==> config.mk <==
export PLATFORM = sky130hd
export DESIGN_NAME = i2c_cmd_queue
export DESIGN_NICKNAME = d
export VERILOG_FILES = /design/src/rtl/cmdq_pkg.sv /design/src/rtl/cmdq_ring.sv /design/src/rtl/cmdq_datapath.sv /design/src/rtl/cmdq_ctrl.sv /design/src/rtl/i2c_cmd_queue.sv
export SDC_FILE = /design/constraint.sdc
export NUM_CORES = 1
export LEC_CHECK = 0
export BUFFER_PORTS_ARGS = -buffer_cell sky130_fd_sc_hd__buf_2
export CAP_MARGIN = 40
export CORE_UTILIZATION = 50
export CTS_CLUSTER_SIZE = 8
export DETAILED_ROUTE_END_ITERATION = 8
export PLACE_DENSITY = 0.72
export SLEW_MARGIN = 5
export SYNTH_ARGS = -nofsm -noshare
export SYNTH_HDL_FRONTEND = slang
export SYNTH_SLANG_ARGS = --single-unit
==> constraint.sdc <==
create_clock -name clk -period 4.6 [get_ports clk]
set_clock_uncertainty 0.1 [all_clocks]
set_input_delay 0.69 -clock clk [delete_from_list [all_inputs] [get_ports clk]]
set_output_delay 0.69 -clock clk [all_outputs]
set_load 0.03 [all_outputs]
==> src/rtl/cmdq_pkg.sv <==
package cmdq_pkg;
  localparam int CMD_W  = 11;
  localparam int ADDR_W = 3;

  localparam logic [ADDR_W-1:0] ADDR_DATA  = 3'd0;
  localparam logic [ADDR_W-1:0] ADDR_TXTHR = 3'd1;
  localparam logic [ADDR_W-1:0] ADDR_RXTHR = 3'd2;
  localparam logic [ADDR_W-1:0] ADDR_TXLVL = 3'd3;
  localparam logic [ADDR_W-1:0] ADDR_RXLVL = 3'd4;

  typedef struct packed {
    logic txPush;
    logic txPop;
    logic rxPush;
    logic rxPop;
    logic flush;
  } qStrobes_t;
endpackage

==> src/rtl/cmdq_ring.sv <==
module cmdq_ring #(
  parameter int DEPTH = 8,
  parameter int WIDTH = 8,
  localparam int PTR_W = (DEPTH > 1) ? $clog2(DEPTH) : 1,
  localparam int LVL_W = $clog2(DEPTH + 1)
) (
  input  logic             clk,
  input  logic             rstN,
  input  logic             flush,
  input  logic             push,
  input  logic             pop,
  input  logic [WIDTH-1:0] wrData,
  output logic [WIDTH-1:0] headData,
  output logic [LVL_W-1:0] level
);
  localparam logic [PTR_W-1:0] LAST_PTR = PTR_W'(DEPTH - 1);

  logic [WIDTH-1:0] mem [DEPTH];
  logic [PTR_W-1:0] wrPtr, rdPtr;

  function automatic logic [PTR_W-1:0] nextPtr(input logic [PTR_W-1:0] p);
    return (p == LAST_PTR) ? '0 : p + 1'b1;
  endfunction

  always_ff @(posedge clk) begin
    if (push && !flush) mem[wrPtr] <= wrData;
  end

  always_ff @(posedge clk) begin
    if (!rstN || flush) begin
      wrPtr <= '0;
      rdPtr <= '0;
      level <= '0;
    end else begin
      if (push) wrPtr <= nextPtr(wrPtr);
      if (pop)  rdPtr <= nextPtr(rdPtr);
      level <= level + LVL_W'(push) - LVL_W'(pop);
    end
  end

  assign headData = mem[rdPtr];
endmodule

==> src/rtl/cmdq_datapath.sv <==
module cmdq_datapath import cmdq_pkg::*; #(
  parameter int DEPTH = 8,
  localparam int LVL_W = $clog2(DEPTH + 1)
) (
  input  logic             clk,
  input  logic             rstN,
  input  qStrobes_t        strobes,
  input  logic [CMD_W-1:0] cmdWord,
  input  logic [7:0]       rxByte,
  output logic [CMD_W-1:0] txHead,
  output logic [7:0]       rxHead,
  output logic [LVL_W-1:0] txLevel,
  output logic [LVL_W-1:0] rxLevel
);
  cmdq_ring #(.DEPTH(DEPTH), .WIDTH(CMD_W)) i_txRing (
    .clk      (clk),
    .rstN     (rstN),
    .flush    (strobes.flush),
    .push     (strobes.txPush),
    .pop      (strobes.txPop),
    .wrData   (cmdWord),
    .headData (txHead),
    .level    (txLevel)
  );

  cmdq_ring #(.DEPTH(DEPTH), .WIDTH(8)) i_rxRing (
    .clk      (clk),
    .rstN     (rstN),
    .flush    (strobes.flush),
    .push     (strobes.rxPush),
    .pop      (strobes.rxPop),
    .wrData   (rxByte),
    .headData (rxHead),
    .level    (rxLevel)
  );
endmodule

==> src/rtl/cmdq_ctrl.sv <==
module cmdq_ctrl import cmdq_pkg::*; #(
  parameter int DEPTH = 8,
  parameter int REG_W = 16,
  localparam int LVL_W = $clog2(DEPTH + 1)
) (
  input  logic              clk,
  input  logic              rstN,
  input  logic              regWrEn,
  input  logic              regRdEn,
  input  logic [ADDR_W-1:0] regAddr,
  input  logic [LVL_W-1:0]  thrData,
  output logic [REG_W-1:0]  regRdata,
  input  logic              cmdReady,
  input  logic              rxValid,
  input  logic              abort,
  input  logic [LVL_W-1:0]  txLevel,
  input  logic [LVL_W-1:0]  rxLevel,
  input  logic [7:0]        rxHead,
  output qStrobes_t         strobes,
  output logic              txEmptyFlag,
  output logic              rxFullFlag,
  output logic              txOverflow,
  output logic              rxUnderflow,
  output logic              rxOverflow
);
  localparam logic [LVL_W-1:0] FULL_LVL = LVL_W'(DEPTH);

  logic [LVL_W-1:0] txThr, rxThr;
  logic dataWr, dataRd, txFull, rxFull, txEmpty, rxEmpty;

  assign dataWr  = regWrEn && (regAddr == ADDR_DATA);
  assign dataRd  = regRdEn && (regAddr == ADDR_DATA);
  assign txFull  = (txLevel == FULL_LVL);
  assign rxFull  = (rxLevel == FULL_LVL);
  assign txEmpty = (txLevel == '0);
  assign rxEmpty = (rxLevel == '0);

  always_comb begin
    strobes.flush  = abort;
    strobes.txPush = dataWr && !txFull && !abort;
    strobes.txPop  = cmdReady && !txEmpty && !abort;
    strobes.rxPush = rxValid && !rxFull && !abort;
    strobes.rxPop  = dataRd && !rxEmpty && !abort;
  end

  always_ff @(posedge clk) begin
    if (!rstN) begin
      txThr       <= '0;
      rxThr       <= '0;
      txOverflow  <= 1'b0;
      rxUnderflow <= 1'b0;
      rxOverflow  <= 1'b0;
    end else begin
      if (regWrEn && regAddr == ADDR_TXTHR) txThr <= thrData;
      if (regWrEn && regAddr == ADDR_RXTHR) rxThr <= thrData;
      txOverflow  <= dataWr && txFull && !abort;
      rxUnderflow <= dataRd && rxEmpty && !abort;
      rxOverflow  <= rxValid && rxFull && !abort;
    end
  end

  assign txEmptyFlag = (txLevel <= txThr);
  assign rxFullFlag  = (rxLevel > rxThr);

  always_comb begin
    unique case (regAddr)
      ADDR_DATA:  regRdata = rxEmpty ? '0 : REG_W'(rxHead);
      ADDR_TXTHR: regRdata = REG_W'(txThr);
      ADDR_RXTHR: regRdata = REG_W'(rxThr);
      ADDR_TXLVL: regRdata = REG_W'(txLevel);
      ADDR_RXLVL: regRdata = REG_W'(rxLevel);
      default:    regRdata = '0;
    endcase
  end
endmodule

==> src/rtl/i2c_cmd_queue.sv <==
module i2c_cmd_queue import cmdq_pkg::*; #(
  parameter int DEPTH = 8,
  parameter int REG_W = 16
) (
  input  logic              clk,
  input  logic              rstN,
  input  logic              regWrEn,
  input  logic              regRdEn,
  input  logic [ADDR_W-1:0] regAddr,
  input  logic [REG_W-1:0]  regWdata,
  output logic [REG_W-1:0]  regRdata,
  output logic              cmdValid,
  input  logic              cmdReady,
  output logic [7:0]        cmdByte,
  output logic              cmdRead,
  output logic              cmdStop,
  output logic              cmdRestart,
  input  logic              rxValid,
  input  logic [7:0]        rxByte,
  input  logic              abort,
  output logic              txEmptyFlag,
  output logic              rxFullFlag,
  output logic              txOverflow,
  output logic              rxUnderflow,
  output logic              rxOverflow
);
  localparam int LVL_W = $clog2(DEPTH + 1);

  qStrobes_t        strobes;
  logic [LVL_W-1:0] txLevel, rxLevel;
  logic [CMD_W-1:0] txHead;
  logic [7:0]       rxHead;
  logic             unusedBits;

  assign unusedBits = ^regWdata[REG_W-1:CMD_W];

  cmdq_ctrl #(.DEPTH(DEPTH), .REG_W(REG_W)) i_ctrl (
    .clk         (clk),
    .rstN        (rstN),
    .regWrEn     (regWrEn),
    .regRdEn     (regRdEn),
    .regAddr     (regAddr),
    .thrData     (regWdata[LVL_W-1:0]),
    .regRdata    (regRdata),
    .cmdReady    (cmdReady),
    .rxValid     (rxValid),
    .abort       (abort),
    .txLevel     (txLevel),
    .rxLevel     (rxLevel),
    .rxHead      (rxHead),
    .strobes     (strobes),
    .txEmptyFlag (txEmptyFlag),
    .rxFullFlag  (rxFullFlag),
    .txOverflow  (txOverflow),
    .rxUnderflow (rxUnderflow),
    .rxOverflow  (rxOverflow)
  );

  cmdq_datapath #(.DEPTH(DEPTH)) i_datapath (
    .clk     (clk),
    .rstN    (rstN),
    .strobes (strobes),
    .cmdWord (regWdata[CMD_W-1:0]),
    .rxByte  (rxByte),
    .txHead  (txHead),
    .rxHead  (rxHead),
    .txLevel (txLevel),
    .rxLevel (rxLevel)
  );

  assign cmdValid   = (txLevel != '0);
  assign cmdByte    = txHead[7:0];
  assign cmdRead    = txHead[8];
  assign cmdStop    = txHead[9];
  assign cmdRestart = txHead[10];
endmodule

Word level (Yosys, flattened, before mapping)
Memory sizes are Yosys's and may differ from the RTL's. A register that Yosys moved wholly into a read port is not among the register bits.
Index checks and enable logic that the tools add are counted.
{ "classes": {"n_eq_ne": 10, "addsub": 8, "order_cmp": 2, "n_reduce_logical": 31, "muxes": 14} }
{ "op_table": {"columns": ["cell", "n"], "rows": [
  ["one-hot mux 16 bit (5 select lines)", 1],
  ["2-to-1 mux 3 bit", 8],
  ["logical AND 1 bit", 20],
  ["== test 3 bit (second input constant)", 5],
  ["adder 3 x 1 -> 3 bit (second input constant)", 4],
  ["adder 4 x 1 -> 4 bit", 2],
  ["== test 4 bit (second input constant)", 2],
  ["logical NOT 4 bit", 2],
  ["2-to-1 mux 8 bit", 1],
  ["subtractor 4 x 1 -> 4 bit", 2],
  ["== test 3 x 2 -> 1 bit (second input constant)", 2],
  ["logical NOT 1 bit", 6],
  ["> comparator 4 bit", 1],
  ["<= comparator 4 bit", 1],
  ["2-to-1 mux 1 bit", 4],
  ["nonzero test 4 bit", 1],
  ["== test 3 x 1 -> 1 bit (second input constant)", 1],
  ["logical NOT 3 bit", 1],
  ["logical OR 1 bit", 1]
]} }
{ "word_totals": {"mem_count": 2, "word_cells": 78, "register_bits": 31, "ram_bits": 152} }
{ "memory_table": {"columns": ["memory", "words", "word_bits", "rd", "rd_clocked_by_memory_dff", "wr", "line_no", "text"], "rows": [
  ["i_datapath.i_txRing.mem", 8, 11, 1, 1, 1, "cmdq_ring.sv:18", "logic [WIDTH-1:0] mem [DEPTH];"],
  ["i_datapath.i_rxRing.mem", 8, 8, 1, 1, 1, "cmdq_ring.sv:18", null]
]} }

Depth between registers and ports, before layout
Gate-level depths: netlist of the first run.
{ "depth": {"depth_word": 7, "depth_mapped": 12, "mapped_depth_nobuf": 12} }

Cells and area by module
Synthesis of the first run repeated with hierarchy kept, for this count alone.
{ "hier_totals": {"cells_unflattened": 471, "area_unflattened_um2": 8075.2} }
{ "modules_own_cells": {"columns": ["module", "cells_per_inst", "area_per_inst_um2", "instances"], "rows": [
  ["cmdq_ring at i_datapath.i_txRing", 196, 4012.6, 1],
  ["cmdq_ring at i_datapath.i_rxRing", 163, 3118.0, 1],
  ["cmdq_ctrl", 111, 937.1, 1],
  ["i2c_cmd_queue", 1, 7.5, 1]
]} }

Least setup slack after synthesis of the first run
OpenSTA, ideal clock, no wires.
{ "synth_path": {"path_kind": "in2out", "start": "in regAddr[1]", "end": "out regRdata[0]", "path_slack_ns": 1.752, "path_stages": 4, "required_ns": 3.810, "arrival_ns": 2.058, "path_cell_list": "buf_2 nor3_4 nand2_1 o31ai_1"} }
{ "synth_between": {"elab_chain_len": 2} }
{ "synth_lines": {"columns": ["item", "line_no", "text"], "rows": [
  ["start: declaration", "i2c_cmd_queue.sv:9", "input logic [ADDR_W-1:0] regAddr,"],
  ["== test 3 bit, or another cell as far along", "cmdq_ctrl.sv:66", "unique case (regAddr)"],
  ["one-hot mux 16 bit (5 select lines) *", "cmdq_ctrl.sv:66", null],
  ["end: declaration", "i2c_cmd_queue.sv:11", "output logic [REG_W-1:0] regRdata,"]
]} }
Mark *: on every way between the ends. The rest lies on a longest branch, timed or not.

Final worst setup path of the first run
{ "layout_path": {"start": "reg i_datapath.i_rxRing.level[2]", "end": "out regRdata[1]"} }
{ "layout_between": {"elab_chain_len": 3} }
{ "layout_lines": {"columns": ["item", "line_no", "text"], "rows": [
  ["start: declaration", "cmdq_ring.sv:14", "output logic [LVL_W-1:0] level"],
  ["start signal: assignment", "cmdq_ring.sv:37", "level <= level + LVL_W'(push) - LVL_W'(pop);"],
  ["logical NOT 4 bit", "cmdq_ctrl.sv:36", "assign rxEmpty = (rxLevel == '0);"],
  ["2-to-1 mux 8 bit", "cmdq_ctrl.sv:67", "ADDR_DATA: regRdata = rxEmpty ? '0 : REG_W'(rxHead);"],
  ["one-hot mux 16 bit (5 select lines)", "cmdq_ctrl.sv:66", null]
]} }
Every way passes these cells.

==> results of run 1 <==
[cell type report]
| class | count | area (um^2) |
|---|---|---|
| fill | 1140 | 6210 |
| sequential | 189 | 5310 |
| multi-input combinational | 261 | 2470 |
| clock buffer | 23 | 533 |
| timing repair buffer | 72 | 438 |
| tap | 211 | 264 |
| inverter | 22 | 82.6 |
| clock inverter | 9 | 68.8 |
[final timing paths]
check	startpoint	to	slack (ns)	cells past startpoint
max	i_datapath.i_rxRing.level[2]$_SDFF_PP0_	regRdata[1]	1.53	6
min	i_datapath.i_txRing.rdPtr[0]$_SDFFE_PP0P_	register	0.40	2
max reg2reg	i_datapath.i_txRing.level[2]$_SDFF_PP0_	i_datapath.i_txRing.level[2]$_SDFF_PP0_	1.88	11
min reg2reg	i_datapath.i_txRing.rdPtr[0]$_SDFFE_PP0P_	register	0.40	2
[placed cells by master (no fill, tap or decap), drive strengths merged, types with 5 or more instances in the layout]
| master | synthesis | routed |
|---|---|---|
| a21oi | 12 | 12 |
| buf | 18 | 72 |
| clkbuf | 8 | 23 |
| clkinv | 0 | 6 |
| conb | 1 | 8 |
| dfxtp | 37 | 37 |
| edfxtp | 152 | 152 |
| ha | 27 | 27 |
| inv | 22 | 25 |
| mux2 | 15 | 15 |
| mux2i | 21 | 21 |
| mux4 | 34 | 34 |
| nand2 | 18 | 18 |
| nand2b | 8 | 8 |
| nor2 | 31 | 31 |
| nor2b | 19 | 19 |
| nor3 | 11 | 11 |
| o21a | 5 | 5 |
| or3 | 5 | 5 |
[stage by stage]
stage | utilization (%) | setup slack [ns] | std cells | area (um^2) | hold slack (ns)
after global routing | 59.6 | 1.40 | 787 | 9160 | 0.425
after CTS | 59.6 | 1.51 | 786 | 9160 | 0.402
final | 59.6 | 1.53 | 787 | 9160 | 0.403
after detailed placement | 55.6 | 1.70 | 754 | 8550 | 0.392
after global placement | 55.3 | 1.71 | 750 | 8490 | 0.367
after floorplan | - | 1.75 | 498 | 8000 | 0.354
[cell families (layout without fill, tap and decap cells)]
family          after synthesis  in the layout  share of synthesized area [%]
simple gates                109            109                           7.47
compound gates               41             41                           3.61
other cells                   1              8                         0.0470
fa+ha+maj                    29             29                           4.74
flops                       189            189                           66.5
buf+inv                      48            126                           2.81
mux                          70             70                           14.4
xor+xnor                      4              4                          0.439
[sequential cells by signal, summed over array words and instances (netlist names), named ones only]
signal / flops
i_ctrl.txOverflow: 1
i_ctrl.rxThr: 4
i_ctrl.rxUnderflow: 1
i_ctrl.rxOverflow: 1
i_datapath.i_rxRing.mem: 64
i_datapath.i_txRing.wrPtr: 3
i_datapath.i_txRing.mem: 88
i_datapath.i_rxRing.rdPtr: 3
i_datapath.i_txRing.rdPtr: 3
i_datapath.i_rxRing.wrPtr: 3
i_ctrl.txThr: 4
i_datapath.i_txRing.level: 4
i_datapath.i_rxRing.level: 4
[per-layer routing]
layer  vias to the layer above  GRT usage, %  part of all wire, %
met5                         -             0                    0
met4                         0          8.65                  2.2
met3                        23          3.96                  4.5
met2                       103          33.1                   51
met1                      2132          23.0                   42
li1                       2001             -                    -
[power groups by stage]
stage          sequential [mW]  combinational, mW  clock (mW)
2_1_floorplan             1.89             0.0768           0
3_3_place_gp              1.89              0.114           0
3_5_place_dp              1.89              0.121           0
4_1_cts                   1.86              0.121        1.46
5_1_grt                   1.86              0.132        1.52
6_report                  1.86              0.120        1.44
[critical path, cell delays in order, from the launching register on]
cell and delay [ns]:
dfxtp_1 0.37, inv_1 0.10, ha_1 0.20, or3b_2 0.22, nand2_1 0.25, o31ai_1 0.44
buf_2 0.27
==> impl_metrics.csv, run 1 <==
group,metric,value,unit
outcome,status,"finished, final reports clean",
grt,grt_pass1_vias,4555,
timing,fmax,326,MHz
clock_network,cts_resized,0,
finish,area_growth,14.9,%
clock_network,cts_tree,"done",
timing,min_period_over_period,66.7,%
pwr,combPwrFrac,3.5,%
pwr,swShare,20.4,%
synth,synth_cell_type_count,44,
worst_setup_path,crit_path_start_kind,"register",
route,drt-wirelength-per-cell,18.2,um
synth,yosysSeqAreaShare,66.5,%
placement,finalWeightedCongestion,0.804,
pwr,switchingPower,0.696,mW
synth,ys_seq_elements,189,
floorplanning,initial_core_util,51.9,%
pwr,pwr-share-seq,54.3,%
pwr,p_int,2.72,mW
worst_setup_path,arrival,2.28,ns
clock_network,numCtsBuffers,17,
grt,grt_usage,19.1,%
floorplanning,fp.dieH,128,um
min_path,hold_class,"reg2reg",
synth,yosysWarnings,0,
synth,synthArstFlopShare,0,%
pwr,clockPowerShare,42.2,%
clock_network,cts-root-buf,"clkbuf_16",
route,wl,14.3,mm
grt,grt_pass1_wl,23.1,mm
clock_network,worstSkewPairLatency,0.42,ns
finish,antenna_cells_inserted,0,
route,vias_per_cell,5.41,
timing,final.min_clock_period,3.07,ns
clock_network,cts_max_path_buffers,2,
grt,grt_overflow,0,
timing,slew_headroom,47.5,%
pwr,peakVddDrop,0.274,mV
worst_setup_path,worstSetupPathType,"reg2out",
route,drc,0,
floorplanning,core_area,15400,um^2
route,firstDrtPassIters,4,
floorplanning,ios,67,
timing,maxSlewViolCount,0,
worst_setup_path,path_max_fanout,8,
synth,synthCells,491,
grt,antenna_found_initial,0,
route,vias,4259,
timing,hold_viol_final,0,
worst_setup_path,required,3.81,ns
timing,grt_setup_unrepaired,"no",
synth,synth.avg_cell_area,16.2,um^2
synth,synth-edff-count,152,
placement,portBuffers,53,
clock_network,h-tree-depth,4,
synth,netlist_area,7970,um^2
flow_run,cap_violations,0,
timing,setup_tns,0,ns
finish,layout-drive-gt1-share,27.8,%
clock_network,clk_pin_slew,0.07,ns
synth,synth_top_flop_cell,"edfxtp_1",
synth,synth_top_cell_area_share,57.2,%
floorplanning,fp-row-count,45,
clock_network,cts_setup_buffers,0,
pwr,power_density,373,nW/um^2
synth,synth_area_leaders,"edfxtp_1 (57%), mux4_2 (9.6%), dfxtp_1 (9.3%), ha_1 (4.2%), mux2i_1 (2.6%)",
placement,dp_hpwl,9.51,mm
synth,yosysMostFrequentCell,"edfxtp_1",
route,drt_iter0_drc,238,
finish,final_nets,626,
clock_network,cts_num_sinks,189,
timing,setup_viol,0,
synth,synth_commonest_cells,"edfxtp_1 (152), dfxtp_1 (37), mux4_2 (34)",
clock_network,ctsHoldBuffers,0,
worst_setup_path,end_kind,"primary output",
pwr,power.leakage,3.12,nW
pwr,totalPowerFinal,3.42,mW
floorplanning,die_x,128,um
route,antenna_left,0,
synth,synth_top_area_cell,"edfxtp_1",
timing,tightestPinTransition,0.785,ns
floorplanning,dieArea,16500,um^2
grt,grt_max_degree,23,
(Power assumes the default switching activity.)
==> inputs of run 2 (changes only) <==
==> constraint.sdc (replaced) <==
create_clock -name clk -period 2.9 [get_ports clk]
set_clock_uncertainty 0.1 [all_clocks]
set_input_delay 0.435 -clock clk [delete_from_list [all_inputs] [get_ports clk]]
set_output_delay 0.435 -clock clk [all_outputs]
set_load 0.03 [all_outputs]
==> impl_metrics.csv, run 2 (same netlist as run 1, synthesis figures left out) <==
group,metric,value,unit
worst_setup_path,arrival,2.91,ns
worst_setup_path,cp_cell_sequence,"inv_1 -> ha_1 -> or3b_2 -> nand2_1 -> nor2_1 -> ha_1 -> inv_1 -> ha_1 -> fa_1 -> xnor2_1 -> nor2_1",
flow_run,cap_violations,0,
finish,largestRegisters,"i_datapath.i_txRing.mem: 88 flops, i_datapath.i_rxRing.mem: 64 flops",
floorplanning,dieArea,16500,um^2
timing,tightestPinTransition,0.684,ns
timing,setup_viol,0,
clock_network,cts_tree,"done",
pwr,totalPowerFinal,5.35,mW
timing,setup_tns,0,ns
min_path,hold_class,"in2reg",
worst_setup_path,crit_path_start_kind,"register",
outcome,status,"finished, final reports clean",
grt,grt_pass1_vias,4437,
worst_setup_path,startpoint,"i_datapath.i_txRing.level[2]$_SDFF_PP0_",
finish,final_core_util,59.5,%
route,drc,0,
clock_network,cts_num_sinks,189,
pwr,power.leakage,3.11,nW
finish,mostFrequentLayoutCell,"edfxtp_1",
floorplanning,die_x,128,um
route,vias_per_cell,5.45,
finish,multi_input_area,2480,um^2
clock_network,ctsHoldBuffers,0,
route,wl,14.4,mm
grt,grt_max_degree,25,
placement,finalWeightedCongestion,0.792,
route,firstDrtPassIters,6,
worst_setup_path,path_max_fanout,5,
grt,grt_overflow,0,
worst_setup_path,reg2reg_from,"i_datapath.i_txRing.level[2]$_SDFF_PP0_",
clock_network,clk_pin_slew,0.07,ns
floorplanning,ios,67,
finish,mostFrequentLayoutCells,"edfxtp_1 (152), buf_2 (53), dfxtp_1 (36)",
floorplanning,fp.dieH,128,um
route,wl_met2,7.42,mm
grt,grt_pass1_wl,22.8,mm
route,met3WireLength,587,um
min_path,min_from,"regRdEn",
timing,grt_setup_unrepaired,"no",
timing,min_period_over_period,93.9,%
pwr,peakVddDrop,0.428,mV
clock_network,cts_max_path_buffers,2,
route,wl_met1,6.16,mm
finish,seq_area,5310,um^2
timing,slew_headroom,54.4,%
finish,largest_register_ffs,88,
placement,portBuffers,53,
timing,fmax,367,MHz
grt,grt_usage,19.1,%
clock_network,h-tree-depth,4,
finish,layout-drive-gt1-share,29.0,%
worst_setup_path,crit_slowest_cell,"or3b_2",
placement,dp_hpwl,9.57,mm
clock_network,numCtsBuffers,17,
pwr,power_density,585,nW/um^2
clock_network,worstSkewPairLatency,0.43,ns
timing,worst_hold_slack,0.169,ns
worst_setup_path,worstSetupPathType,"reg2reg",
clock_network,cts_setup_buffers,0,
finish,area_growth,14.6,%
finish,fillerInstances,1160,
timing,hold_viol_final,0,
route,antenna_left,0,
route,vias,4308,
finish,max_flop_register,"i_datapath.i_txRing.mem",
worst_setup_path,cp_common_cell,"ha_1",
route,drt-wirelength-per-cell,18.2,um
timing,fin_ws,0.177,ns
worst_setup_path,cpPeakStageDelay,0.49,ns
timing,maxSlewViolCount,0,
clock_network,cts_resized,1,
route,highest_layer,"met4",
floorplanning,initial_core_util,51.9,%
placement,place_ws,0.243,ns
clock_network,cts-root-buf,"clkbuf_16",
worst_setup_path,required,3.09,ns
finish,antenna_cells_inserted,0,
floorplanning,core_area,15400,um^2
finish,final_nets,629,
grt,antenna_found_initial,0,
worst_setup_path,end_kind,"register",
route,drt_iter0_drc,211,
timing,final.min_clock_period,2.72,ns
floorplanning,fp-row-count,45,
run 2: cell types whose count changed in the layout (fill, tap and decap cells not counted), sizes merged:
cell,change
inv,+3
buf,+3
clkbuf,-6
clkinvlp,+1
clkinv,+2
run 2: final cells by class:
cell class,count,share of cell area [%]
clock buffer,17,4.65
clock inverter,15,1.66
inverter,22,0.904
multi-input combinational,261,27.1
sequential,189,58.1
tap,211,2.89
timing repair buffer,75,4.71
run 2: final timing paths:
kind                                                           endpoint  slack, ns  cells past startpoint
worst min register to register                                 register       0.40                      2
worst min-delay path                      i_ctrl.rxUnderflow$_SDFF_PN0_       0.17                      3
worst max register to register  i_datapath.i_txRing.level[2]$_SDFF_PP0_       0.18                     11
worst max-delay path            i_datapath.i_txRing.level[2]$_SDFF_PP0_       0.18                     11
run 2: worst max-delay path: cells and delay by family (launching register included):
kind	cells	cell delay [ns]
XOR/XNOR	1	0.18
buffers and inverters	2	0.15
adder cells (fa/ha/maj)	4	1.04
AND/OR/NAND/NOR	4	0.78
flip-flops	1	0.33
run 2: per-stage QoR:
stage               cells  instance area (um^2)
CTS                   790                  9130
floorplan             498                  8000
global route          790                  9140
global placement      758                  8550
detailed placement    758                  8550
finish                790                  9140
run 2: power by group:
| group | switching, mW | total, mW | internal [mW] |
|---|---|---|---|
| Combinational | 0.125 | 0.191 | 0.0662 |
| Sequential | 0.00778 | 2.94 | 2.94 |
| Clock | 1.07 | 2.21 | 1.14 |
run 2: metal layers:
metal	up-vias	GRT usage [%]
li1	2016	-
met1	2172	23.4
met2	104	32.2
met3	16	4.30
met4	0	8.72
met5	-	0
==> inputs of run 3 (changes only) <==
==> constraint.sdc (replaced) <==
create_clock -name clk -period 3.2 [get_ports clk]
set_clock_uncertainty 0.1 [all_clocks]
set_input_delay 0.48 -clock clk [delete_from_list [all_inputs] [get_ports clk]]
set_output_delay 0.48 -clock clk [all_outputs]
set_load 0.03 [all_outputs]
==> impl_metrics.csv, run 3 (same netlist as run 1, synthesis figures left out) <==
group,metric,value,unit
finish,mostFrequentLayoutCell,"edfxtp_1",
floorplanning,die_x,128,um
floorplanning,ios,67,
worst_setup_path,cp_top_family,"simple AND/OR/NAND/NOR gates",
floorplanning,fp-row-count,45,
worst_setup_path,path_max_fanout,8,
timing,slew_headroom,57.1,%
pwr,totalPowerFinal,5.13,mW
clock_network,clk_pin_slew,0.07,ns
timing,fmax,349,MHz
floorplanning,core_area,15400,um^2
finish,final_core_util,59.8,%
route,antenna_left,0,
finish,multi_input_area,2470,um^2
finish,largest_register_ffs,88,
timing,setup_viol,0,
worst_setup_path,end_kind,"primary output",
route,drc,0,
grt,grt_usage,19.6,%
route,drt_iter0_drc,193,
worst_setup_path,critPathBufInv,2,
finish,antenna_cells_inserted,0,
min_path,hold_class,"in2reg",
clock_network,worstSkewPairLatency,0.43,ns
finish,largestRegisters,"i_datapath.i_txRing.mem: 88 flops, i_datapath.i_rxRing.mem: 64 flops",
clock_network,cts_setup_buffers,0,
finish,layout-drive-gt1-share,28.0,%
grt,grt_pass1_vias,4608,
route,firstDrtPassIters,4,
clock_network,ctsHoldBuffers,0,
route,vias,4265,
clock_network,cts_num_sinks,189,
grt,grt_overflow,0,
clock_network,cts_resized,0,
worst_setup_path,cp_cell_sequence,"inv_1 -> ha_1 -> or3b_2 -> nand2_1 -> o31ai_1 -> buf_2",
grt,grt_max_degree,23,
worst_setup_path,cpPeakStageDelay,0.44,ns
route,drt-wirelength-per-cell,18.6,um
worst_setup_path,crit_slowest_cell,"o31ai_1",
floorplanning,initial_core_util,51.9,%
placement,dp.cells,757,
timing,hold_viol_final,0,
route,vias_per_cell,5.41,
route,wl,14.6,mm
clock_network,h-tree-depth,4,
grt,grt_pass1_wl,23.4,mm
timing,final.min_clock_period,2.86,ns
timing,min_period_over_period,89.4,%
placement,dp_hpwl,9.60,mm
pwr,power.leakage,3.13,nW
timing,grt_setup_unrepaired,"no",
finish,fin_area,9200,um^2
placement,placed_area,8550,um^2
finish,max_flop_register,"i_datapath.i_txRing.mem",
placement,finalWeightedCongestion,0.760,
worst_setup_path,worstSetupPathType,"reg2out",
worst_setup_path,crit_path_start_kind,"register",
timing,setup_tns,0,ns
pwr,peakVddDrop,0.456,mV
worst_setup_path,arrival,2.28,ns
worst_setup_path,required,2.62,ns
finish,fillerInstances,1140,
finish,seq_area,5310,um^2
flow_run,cap_violations,0,
clock_network,cts_max_path_buffers,2,
floorplanning,dieArea,16500,um^2
clock_network,numCtsBuffers,17,
finish,area_growth,15.3,%
outcome,status,"finished, final reports clean",
placement,portBuffers,53,
finish,instances_no_fill,789,
grt,antenna_found_initial,0,
clock_network,cts-root-buf,"clkbuf_16",
pwr,power_density,558,nW/um^2
timing,maxSlewViolCount,0,
finish,mostFrequentLayoutCells,"edfxtp_1 (152), buf_2 (53), dfxtp_1 (37)",
floorplanning,fp.dieH,128,um
clock_network,cts_tree,"done",
timing,tightestPinTransition,0.642,ns
finish,final_nets,628,
==> run 3: cell types whose count changed in the layout (fill, tap and decap cells not counted), sizes merged <==
| cell | delta |
|---|---|
| buf | -1 |
| bufinv | +5 |
| clkbuf | +2 |
| clkinv | -6 |
| clkinvlp | +2 |
| inv | -3 |
==> run 3: worst register-to-register path, stage by stage, from the launching register on <==
cell     delay [ns]
dfxtp_1        0.34
inv_1          0.12
ha_1           0.16
or3b_2         0.49
nand2_1        0.18
nor2_1         0.06
ha_1           0.27
inv_1          0.04
ha_1           0.21
fa_1           0.38
xnor2_1        0.17
nor2_1         0.05
==> run 3: per-stage QoR <==
step | hold slack (ns) | setup WS [ns]
after CTS | 0.181 | 0.326
final | 0.204 | 0.338
after global placement | 0.369 | 0.568
after floorplan | 0.354 | 0.590
after global routing | 0.201 | 0.140
after detailed placement | 0.385 | 0.546
==> run 3: routing by layer <==
| layer | vias to the layer above | global-route usage [%] | part of all wire (%) |
|---|---|---|---|
| li1 | 2007 | - | - |
| met1 | 2146 | 22.8 | 42 |
| met2 | 97 | 34.0 | 52 |
| met3 | 15 | 5.63 | 4.8 |
| met4 | 0 | 8.10 | 1.7 |
| met5 | - | 0 | 0 |
==> run 3: final timing paths <==
path / from / end / slack [ns] / cells after the start
worst min-delay path: regWdata[8] / i_datapath.i_txRing.mem[6][8]$_DFFE_PP_ / 0.20 / 1
worst max register to register: i_datapath.i_txRing.level[2]$_SDFF_PP0_ / i_datapath.i_txRing.level[2]$_SDFF_PP0_ / 0.55 / 11
worst min register to register: i_datapath.i_txRing.rdPtr[2]$_SDFFE_PP0P_ / i_datapath.i_txRing.rdPtr[2]$_SDFFE_PP0P_ / 0.39 / 2
worst max-delay path: i_datapath.i_rxRing.level[2]$_SDFF_PP0_ / regRdata[0] / 0.34 / 6
==> run 3: report_power, final <==
group          switching [mW]  internal (mW)
Clock                   0.893           1.39
Combinational           0.112         0.0605
Sequential            0.00699           2.66
Total                    1.01           4.12
==> run 3: layout make-up <==
class                           count  share of cell area [%]
Sequential cell                   189                    57.7
Clock inverter                     13                    2.30
Clock buffer                       19                    4.71
Timing Repair Buffer               74                    4.68
Multi-Input combinational cell    261                    26.9
Inverter                           22                   0.898
Tap cell                          211                    2.87
